<file path="src/rtl/ipi_pkg.sv">
package ipi_pkg;

  localparam logic [1:0] SH_FIELD    = 2'd0;
  localparam logic [1:0] SH_SELF     = 2'd1;
  localparam logic [1:0] SH_ALL_INCL = 2'd2;
  localparam logic [1:0] SH_ALL_EXCL = 2'd3;

  localparam logic [2:0] DM_LOWPRIO  = 3'b001;

  // Number of set bits in a target map.
  function automatic int unsigned count_ones(input logic [63:0] v);
    int unsigned n;
    n = 0;
    for (int i = 0; i < 64; i++) n += int'(v[i]);
    return n;
  endfunction

  // Index of the lowest set bit (0 when none is set).
  function automatic int unsigned lowest_set(input logic [63:0] v);
    int unsigned r;
    r = 0;
    for (int i = 63; i >= 0; i--) if (v[i]) r = i;
    return r;
  endfunction

endpackage

</file>
<file path="src/rtl/ipi_target_decode.sv">
module ipi_target_decode #(
  parameter int NPROC  = 8,
  parameter int DEST_W = 8,
  parameter int IDW    = 3
) (
  input  logic [1:0]        shorthand,
  input  logic              dest_logical,
  input  logic [DEST_W-1:0] dest,
  input  logic [2:0]        dmode,
  input  logic [IDW-1:0]    self_id,
  input  logic [IDW:0]      num_proc,
  output logic [NPROC-1:0]  targets,
  output logic              self_hit,
  output logic              bad_mode
);
  import ipi_pkg::*;

  logic [NPROC-1:0] present;
  logic [NPROC-1:0] is_self;
  logic [NPROC-1:0] phys_hit;

  for (genvar i = 0; i < NPROC; i++) begin : g_slot
    assign present[i]  = num_proc > (IDW+1)'(i);
    assign is_self[i]  = self_id == IDW'(i);
    assign phys_hit[i] = dest == DEST_W'(i);
  end

  logic [NPROC-1:0] others;
  logic [NPROC-1:0] logical_sel;
  assign others      = present & ~is_self;
  assign logical_sel = dest[NPROC-1:0] & present;

  always_comb begin
    targets  = '0;
    self_hit = 1'b0;
    bad_mode = 1'b0;
    unique case (shorthand)
      SH_FIELD: begin
        if (dmode == DM_LOWPRIO) begin
          bad_mode = 1'b1;
        end else if (dest_logical) begin
          targets  = logical_sel & ~is_self;
          self_hit = |(logical_sel & is_self);
        end else if (&dest) begin
          targets  = others;
          self_hit = 1'b1;
        end else if (dest == DEST_W'(self_id)) begin
          self_hit = 1'b1;
        end else begin
          targets  = phys_hit & present;
        end
      end
      SH_SELF:     self_hit = 1'b1;
      SH_ALL_INCL: begin
        targets  = others;
        self_hit = 1'b1;
      end
      default:     targets = others;
    endcase
  end
endmodule

</file>
<file path="src/rtl/ipi_msg_serializer.sv">
module ipi_msg_serializer #(
  parameter int NPROC = 8,
  parameter int IDW   = 3,
  parameter int VW    = 8
) (
  input  logic             clk,
  input  logic             rst_n,
  input  logic             load,
  input  logic [NPROC-1:0] load_map,
  input  logic [VW-1:0]    load_vector,
  input  logic [2:0]       load_dmode,
  input  logic             load_trigger,
  input  logic             load_level,
  output logic             msg_valid,
  input  logic             msg_ready,
  output logic [IDW-1:0]   msg_dest,
  output logic [VW-1:0]    msg_vector,
  output logic [2:0]       msg_dmode,
  output logic             msg_trigger,
  output logic             msg_level
);
  import ipi_pkg::*;

  logic [NPROC-1:0] pend_q;
  logic             fire;
  logic [IDW-1:0]   pick;

  assign pick      = IDW'(lowest_set(64'(pend_q)));
  assign msg_valid = |pend_q;
  assign msg_dest  = pick;
  assign fire      = msg_valid & msg_ready;

  always_ff @(posedge clk) begin
    if (!rst_n) begin
      pend_q      <= '0;
      msg_vector  <= '0;
      msg_dmode   <= '0;
      msg_trigger <= 1'b0;
      msg_level   <= 1'b0;
    end else if (load) begin
      pend_q      <= load_map;
      msg_vector  <= load_vector;
      msg_dmode   <= load_dmode;
      msg_trigger <= load_trigger;
      msg_level   <= load_level;
    end else if (fire) begin
      pend_q[pick] <= 1'b0;
    end
  end

  AST_STALL_HOLDS: assert property (@(posedge clk) disable iff (!rst_n)
    msg_valid && !msg_ready && !load |=> msg_valid && $stable(msg_dest) && $stable(msg_vector))
    else $error("stalled message changed");
  AST_ASCENDING: assert property (@(posedge clk) disable iff (!rst_n)
    fire && !load |=> !msg_valid || (msg_dest > $past(msg_dest)))
    else $error("messages out of order");
endmodule

</file>
<file path="src/rtl/ipi_pending_count.sv">
module ipi_pending_count #(
  parameter int NPROC = 8,
  parameter int CNTW  = 8,
  parameter int AW    = 4
) (
  input  logic            clk,
  input  logic            rst_n,
  input  logic            add_en,
  input  logic [AW-1:0]   add_val,
  output logic [CNTW-1:0] count
);
  logic [CNTW:0] sum;
  assign sum = {1'b0, count} + (CNTW+1)'(add_val);

  always_ff @(posedge clk) begin
    if (!rst_n)      count <= '0;
    else if (add_en) count <= sum[CNTW] ? '1 : sum[CNTW-1:0];
  end

  AST_NEVER_DROPS: assert property (@(posedge clk) disable iff (!rst_n)
    count >= $past(count))
    else $error("pending count decreased");
endmodule

</file>
<file path="src/rtl/ipi_dest_resolver.sv">
module ipi_dest_resolver #(
  parameter int NPROC  = 8,
  parameter int DEST_W = 8,
  parameter int VW     = 8,
  parameter int CNTW   = 8,
  localparam int IDW   = (NPROC > 1) ? $clog2(NPROC) : 1,
  localparam int AW    = $clog2(NPROC + 1)
) (
  input  logic              clk,
  input  logic              rst_n,
  input  logic              cmd_wr,
  input  logic [1:0]        cmd_shorthand,
  input  logic              cmd_dest_logical,
  input  logic [DEST_W-1:0] cmd_dest,
  input  logic [2:0]        cmd_dmode,
  input  logic [VW-1:0]     cmd_vector,
  input  logic              cmd_trigger,
  input  logic              cmd_level,
  input  logic [IDW-1:0]    self_id,
  input  logic [IDW:0]      num_proc,
  output logic              local_req,
  output logic [VW-1:0]     local_vector,
  output logic [2:0]        local_dmode,
  output logic              local_trigger,
  output logic              err_lowprio,
  output logic              busy,
  output logic              msg_valid,
  input  logic              msg_ready,
  output logic [IDW-1:0]    msg_dest,
  output logic [VW-1:0]    msg_vector,
  output logic [2:0]        msg_dmode,
  output logic              msg_trigger,
  output logic              msg_level,
  output logic [CNTW-1:0]   pending_cnt
);
  import ipi_pkg::*;

  logic [NPROC-1:0] targets;
  logic             self_hit;
  logic             bad_mode;
  logic             accept;
  logic             load;
  logic [AW-1:0]    n_msgs;

  ipi_target_decode #(.NPROC(NPROC), .DEST_W(DEST_W), .IDW(IDW)) u_decode (
    .shorthand   (cmd_shorthand),
    .dest_logical(cmd_dest_logical),
    .dest        (cmd_dest),
    .dmode       (cmd_dmode),
    .self_id     (self_id),
    .num_proc    (num_proc),
    .targets     (targets),
    .self_hit    (self_hit),
    .bad_mode    (bad_mode)
  );

  assign accept = cmd_wr & ~busy;
  assign load   = accept & (|targets);
  assign n_msgs = AW'(count_ones(64'(targets)));

  always_ff @(posedge clk) begin
    if (!rst_n) begin
      local_req     <= 1'b0;
      local_vector  <= '0;
      local_dmode   <= '0;
      local_trigger <= 1'b0;
      err_lowprio   <= 1'b0;
    end else begin
      local_req   <= accept & self_hit;
      err_lowprio <= accept & bad_mode;
      if (accept & self_hit) begin
        local_vector  <= cmd_vector;
        local_dmode   <= cmd_dmode;
        local_trigger <= cmd_trigger;
      end
    end
  end

  ipi_msg_serializer #(.NPROC(NPROC), .IDW(IDW), .VW(VW)) u_serial (
    .clk         (clk),
    .rst_n       (rst_n),
    .load        (load),
    .load_map    (targets),
    .load_vector (cmd_vector),
    .load_dmode  (cmd_dmode),
    .load_trigger(cmd_trigger),
    .load_level  (cmd_level),
    .msg_valid   (msg_valid),
    .msg_ready   (msg_ready),
    .msg_dest    (msg_dest),
    .msg_vector  (msg_vector),
    .msg_dmode   (msg_dmode),
    .msg_trigger (msg_trigger),
    .msg_level   (msg_level)
  );

  assign busy = msg_valid;

  ipi_pending_count #(.NPROC(NPROC), .CNTW(CNTW), .AW(AW)) u_count (
    .clk    (clk),
    .rst_n  (rst_n),
    .add_en (load),
    .add_val(n_msgs),
    .count  (pending_cnt)
  );

  AST_ERR_SILENT: assert property (@(posedge clk) disable iff (!rst_n)
    err_lowprio |-> !local_req && !msg_valid)
    else $error("lowest-priority request produced output");
  AST_DEST_PRESENT: assert property (@(posedge clk) disable iff (!rst_n)
    msg_valid |-> ({1'b0, msg_dest} < num_proc))
    else $error("message to absent processor");
  AST_NO_SELF_MSG: assert property (@(posedge clk) disable iff (!rst_n)
    msg_valid |-> msg_dest != self_id)
    else $error("message sent to own ID");
  AST_BUSY_IGNORES: assert property (@(posedge clk) disable iff (!rst_n)
    busy && cmd_wr |=> !local_req && !err_lowprio)
    else $error("write accepted while busy");
endmodule

</file>
<file path="config.mk">
export PLATFORM = sky130hd
export DESIGN_NAME = ipi_dest_resolver
export DESIGN_NICKNAME = d
export VERILOG_FILES = /design/src/rtl/ipi_pkg.sv /design/src/rtl/ipi_target_decode.sv /design/src/rtl/ipi_msg_serializer.sv /design/src/rtl/ipi_pending_count.sv /design/src/rtl/ipi_dest_resolver.sv
export SDC_FILE = /design/constraint.sdc
export NUM_CORES = 1
export LEC_CHECK = 0
export BUFFER_PORTS_ARGS = -buffer_cell sky130_fd_sc_hd__buf_4
export CAP_MARGIN = 10
export CORE_MARGIN = 2
export CORE_UTILIZATION = 32
export CTS_BUF_LIST = sky130_fd_sc_hd__clkbuf_2
export DETAILED_ROUTE_END_ITERATION = 8
export HOLD_SLACK_MARGIN = 0.1
export MAX_ROUTING_LAYER = met4
export SETUP_SLACK_MARGIN = 0.05
export SKIP_CTS_REPAIR_TIMING = 1
export SYNTH_ARGS = -nofsm -noshare
export SYNTH_HDL_FRONTEND = slang
export SYNTH_HIERARCHICAL = 1
export SYNTH_SLANG_ARGS = --single-unit
</file>
<file path="constraint.sdc">
create_clock -name clk -period 10.6 [get_ports clk]
set_clock_uncertainty 0.05 [all_clocks]
set_input_delay 2.12 -clock clk [delete_from_list [all_inputs] [get_ports clk]]
set_output_delay 2.12 -clock clk [all_outputs]
set_load 0.02 [all_outputs]
</file>
* Yosys cells after proc, flatten, opt, wreduce, memory -nomap -nowiden
Index checks and enable logic that the tools add are counted.
** Cells by class
- $add $sub $neg :: 8
- $mul :: 0
- Divide/modulo/power cells :: 0
- $lt $le $gt $ge :: 10
- Eq/ne operators :: 18
- Shifts and indexed selects :: 0
- Muxes and demuxes :: 25
- Bitwise operators :: 14
- Reductions and logical operators :: 10
** Operator list (count)
- $mux W8 :: 7
- $and A8 B8 Y8 :: 6
- $eq A8 B3 Y1 const B :: 4
- $mux W3 :: 8
- $reduce_or A8 Y1 :: 3
- $add A4 B1 Y4 :: 4
- $eq A8 B2 Y1 const B :: 2
- $gt A4 B3 Y1 const B :: 4
- $not A8 Y8 :: 2
- $pmux W8 S2 :: 1
- $eq A3 B3 Y1 const B :: 4
- $add A8 B4 Y9 :: 1
- $eq A8 B1 Y1 const B :: 1
- $eq A8 B3 Y1 :: 1
- $gt A4 B1 Y1 const B :: 2
- $gt A4 B2 Y1 const B :: 2
- $logic_not A8 Y1 :: 1
- $reduce_and A8 Y1 :: 1
- $mux W1 :: 7
- $eq A3 B1 Y1 const B :: 2
- $eq A3 B2 Y1 const B :: 2
- $and A1 B1 Y1 :: 5
- $add A3 B1 Y4 :: 1
- $lt A3 B4 Y1 const B :: 1
- other kinds (13) :: 13
** Storage, ports and cells
- Register bits after elaboration :: 43
- Bits in latches :: 0
- RAM bits :: 0
- Bits in read-only memories :: 0
- Input bits :: 35
- Output and inout port bits :: 40
- Logic and storage cells :: 96
- Memories :: 0

* Longest topological paths before layout
- Depth after elaboration :: 16
- Depth in mapped cells :: 20

* Cells and area by module
Netlist, hierarchy kept.
** By module, submodules not included
- ipi_msg_serializer :: times used 1, cells each 95, area each 914.6 um2, sequential area each 420.4 um2
- ipi_dest_resolver :: times used 1, cells each 88, area each 793.3 um2, sequential area each 280.3 um2
- ipi_target_decode :: times used 1, cells each 116, area each 737.0 um2, sequential area each 0.0 um2
- ipi_pending_count :: times used 1, cells each 52, area each 486.7 um2, sequential area each 160.2 um2

* Worst setup path after synthesis
No wires, ideal clock.
- Path kind :: input-to-reg
- Start point :: in cmd_shorthand[1]
- End point :: reg u_count.count[7]
- Library setup time :: 64 ps
- Arrival :: 6797 ps
- Required time :: 10486 ps
- Slack :: 3689 ps
- Stages on the path :: 20
- Path buffers :: 0
- Cell sequence :: inv_1 -> ha_1 -> a21boi_1 -> nand2_1 -> or3_4 -> o32ai_2 -> inv_1 -> fa_1 -> fa_1 -> fa_1 -> inv_1 -> ha_1 -> inv_1 -> fa_1 -> xnor2_1 -> ha_1 -> and3_1 -> a221o_1 -> a41o_1 -> nor2_1
** RTL lines
- start: declaration :: line ipi_dest_resolver.sv:12 : input logic [1:0] cmd_shorthand,
- $eq A2 B1 Y1 / $logic_not A2 Y1 (equally long branches) :: line ipi_target_decode.sv:37 : unique case (shorthand)
- $pmux W8 S2 * :: line ipi_target_decode.sv:37
- via targets[3] :: line ipi_dest_resolver.sv:38 : logic [NPROC-1:0] targets;
- $add A3 B1 Y4 * :: line ipi_pkg.sv:14 : for (int i = 0; i < 64; i++) n += int'(v[i]);
- $add A4 B1 Y4 * (4 in a row) :: line ipi_pkg.sv:14
- via n_msgs[2] :: line ipi_dest_resolver.sv:43 : logic [AW-1:0] n_msgs;
- $add A8 B4 Y9 * :: line ipi_pending_count.sv:13 : assign sum = {1'b0, count} + (CNTW+1)'(add_val);
- $mux W8 * :: line ipi_pending_count.sv:17 : else if (add_en) count <= sum[CNTW] ? '1 : sum[CNTW-1:0];
- end signal: assignment :: line ipi_pending_count.sv:17
- end: declaration :: line ipi_pending_count.sv:10 : output logic [CNTW-1:0] count
The timed path passes the listed nets; every way through them passes the cells marked *.
A chain may end at the register's enable or synchronous reset.

* Worst setup path after layout
- Start point :: in cmd_shorthand[1]
- End point :: reg u_count.count[6]
The elaborated chain is that of the path after synthesis.

==> impl_metrics.env <==
export IMPL_finalHoldViolations=0
export IMPL_clk_pin_slew_ns=0.22
export IMPL_holdPathEnd="local_dmode[1]"
export IMPL_cp_max_fo=8
export IMPL_max_slew_margin_pct=47.51
export IMPL_worst_slew_pin_slew_ns=0.7675
export IMPL_min_period_ns=7.149
export IMPL_cts_tree="done"
export IMPL_globalplace_congestion=0.9306
export IMPL_die_area_um2=9943
export IMPL_critPathKind="in -> reg"
export IMPL_status="complete, no violations"
export IMPL_timing_rr_start="u_serial/pend_q[0]"
export IMPL_dp_hpwl_mm=5.639
export IMPL_hold_start="local_dmode[1]"
export IMPL_die_h_um=99.72
export IMPL_syn2layout_area_growth_pct=22.45
export IMPL_cts_root_buf="clkbuf_2"
export IMPL_rsz0062_at_grt="no"
export IMPL_netlist_area_leader_share_pct=29.36
export IMPL_start_util_pct=33.29
export IMPL_htree_levels=2
export IMPL_dr_pass1_iters=4
export IMPL_start_kind="input pin"
export IMPL_reg2reg_to="u_count/count[6]"
export IMPL_num_fill_cells=892
export IMPL_r2r_setup_slack_ns=7.78
export IMPL_post_synth_main_area_contributors="dfxtp_1, mux2i_1, nand2_1"
export IMPL_synthesis_nets=402
export IMPL_fin_crit_sh_pct=67.45
export IMPL_io_pin_count=75
export IMPL_drv_cap=0
export IMPL_grt_overflow=0
export IMPL_routedWlPerCell_um=14.08
export IMPL_die_width_um=99.72
export IMPL_grt_pass1_vias=2536
export IMPL_holdWs_ns=0.4252
export IMPL_cp_arrival_ns=7.40
export IMPL_slew_viol_final=0
export IMPL_layout_drive_gt1_share_pct=23.54
export IMPL_cts_buffer_depth=2
export IMPL_synth_seq_cells=43
export IMPL_multiInputGateArea_um2=1876
export IMPL_netlist_top_cell_by_area="dfxtp_1"
export IMPL_viasPerCell=5.217
export IMPL_synth_main_ff_cell="dfxtp_1"
export IMPL_setup_worst_path_end_class="register"
export IMPL_vias=2713
export IMPL_coreArea_um2=8806
export IMPL_whs_path_depth=2
export IMPL_setup_viol=0
export IMPL_ff_latch_area_um2=860.8
export IMPL_ys_async_sr_fraction_pct=0
export IMPL_max_freq_mhz=139.9
export IMPL_clock_sinks=43
export IMPL_grt_max_degree=54
export IMPL_drt_iter0_markers=135
export IMPL_p_leak_nw=1.521
export IMPL_antenna_found_initial=0
export IMPL_num_antenna_cells=0
export IMPL_cts_buffers=5
export IMPL_clk_latency_ns=0.38
export IMPL_irDropWorstVdd_mv=0.08592
export IMPL_drc=0
export IMPL_synth_edf_count=0
export IMPL_avgSynthCellArea_um2=8.352
export IMPL_synthCells=351
export IMPL_synth_cell_types=68
export IMPL_final_antenna_net_count=0
export IMPL_power_density_nw_per_um2=154.3
export IMPL_final_net_count=462
export IMPL_globalRouteTotalUtil_pct=15.13
export IMPL_hold_path_class="reg -> reg"
export IMPL_yosysSeqAreaShare_pct=29.36
export IMPL_worstPathRequired_ns=10.85
export IMPL_wirelength_mm=7.324
export IMPL_row_count=34
export IMPL_io_buffer_count=74
export IMPL_r2r_cells=8
export IMPL_netlist_area_um2=2932
export IMPL_yosys_warnings=6
export IMPL_grt_first_pass_wirelength_mm=12.06
export IMPL_timing_setup_tns_ns=0
Yosys cell counts (all sizes together) (3+ instances only):
| cell | count |
|---|---|
| nand3 | 6 |
| buf | 12 |
| nand3b | 3 |
| nor2b | 21 |
| nand2b | 3 |
| clkbuf | 10 |
| a21boi | 4 |
| ha | 11 |
| a21oi | 20 |
| nand4 | 7 |
| nor2 | 12 |
| or3 | 5 |
| nor3b | 3 |
| inv | 23 |
| nor3 | 10 |
| o21a | 4 |
| and2 | 5 |
| mux2i | 27 |
| and3 | 5 |
| a32o | 3 |
| nand2 | 46 |
| o21ai | 13 |
| fa | 5 |
| xnor2 | 5 |
| a21o | 3 |
| dfxtp | 43 |
| a31oi | 4 |
| or4 | 3 |
cell usage in the layout, fill, tap and decap left out, types with 6 or more instances in the layout:
cell,instances
nor2b_1,21
nand2_1,45
buf_4,75
nand3_1,6
a21oi_1,20
nor3_1,9
o21ai_0,11
dfxtp_1,43
nand4_1,7
ha_1,11
inv_1,23
mux2i_1,27
nor2_1,11
metal layers:
layer | part of all wire, % | vias to the layer above | global-route usage, %
met1 | 48 | 1282 | 20.27
met4 | 0.53 | 0 | 3.056
li1 | - | 1359 | -
met2 | 47 | 68 | 24.12
met3 | 5.1 | 4 | 2.600
met5 | 0 | - | -
metrics by stage:
stage | power (mW) | util, % | instance area, um^2 | setup slack [ns] | std cells
after global placement | 0.4605 | 39.98 | 3521 | 3.248 | 512
after global routing | 0.5988 | 40.76 | 3590 | 3.145 | 520
after CTS | 0.5620 | 40.76 | 3590 | 3.513 | 520
after floorplan | 0.3837 | - | 2932 | 3.689 | 351
final | 0.5539 | 40.76 | 3590 | 3.451 | 520
after detailed placement | 0.4651 | 39.98 | 3521 | 3.101 | 512
area by class of cell:
class | count | area share, %
timing repair buffer | 75 | 15.68
clock buffer | 5 | 0.6971
tap | 108 | 3.764
inverter | 23 | 2.405
sequential | 43 | 23.98
clock inverter | 3 | 1.220
multi-input combinational | 263 | 52.25
critical path: stages:
cell      delay, ns
buf_4          0.11
inv_1          0.07
ha_1           0.20
a21boi_1       0.53
nand2_1        0.15
or3_4          0.41
o32ai_2        0.24
inv_1          0.14
fa_1           0.48
fa_1           0.52
fa_1           0.41
inv_1          0.07
ha_1           0.16
inv_1          0.06
fa_1           0.37
xnor2_1        0.14
ha_1           0.34
nand3_1        0.11
a21boi_1       0.38
a31oi_1        0.15
a311oi_1       0.25
state kept, by name, summed over array words and instances, names as in the netlist:
register and cells:
local_dmode 3, local_req 1, u_serial/msg_vector 8, u_serial/msg_level 1, u_serial/msg_dmode 3, local_vector 8
u_serial/msg_trigger 1, u_count/count 8, local_trigger 1, err_lowprio 1, u_serial/pend_q 8
logic make-up after synthesis:
logic type / synth area share, %
mux: 9.219
flops: 29.36
xor+xnor: 1.793
fa+ha+maj: 8.109
buf+inv: 7.298
simple gates: 26.68
compound gates: 17.54
power breakdown:
group	leakage [nW]	internal [mW]	switching (mW)
registers	0.350	0.182	0.0170
clock network	0.0429	0.0400	0.0549
logic	1.13	0.116	0.144
worst max-delay path by stage:
stage | startpoint | endpoint | slack, ns
2_1_floorplan | cmd_shorthand[1] | u_count/count[7] | 3.69
3_5_place_dp | cmd_shorthand[1] | u_count/count[6] | 3.10
3_3_place_gp | cmd_shorthand[1] | u_count/count[7] | 3.25
5_1_grt | cmd_shorthand[1] | u_count/count[6] | 3.14
4_1_cts | cmd_shorthand[1] | u_count/count[6] | 3.51
6_report | cmd_shorthand[1] | u_count/count[6] | 3.45
Power figures use the tool's default switching activity.
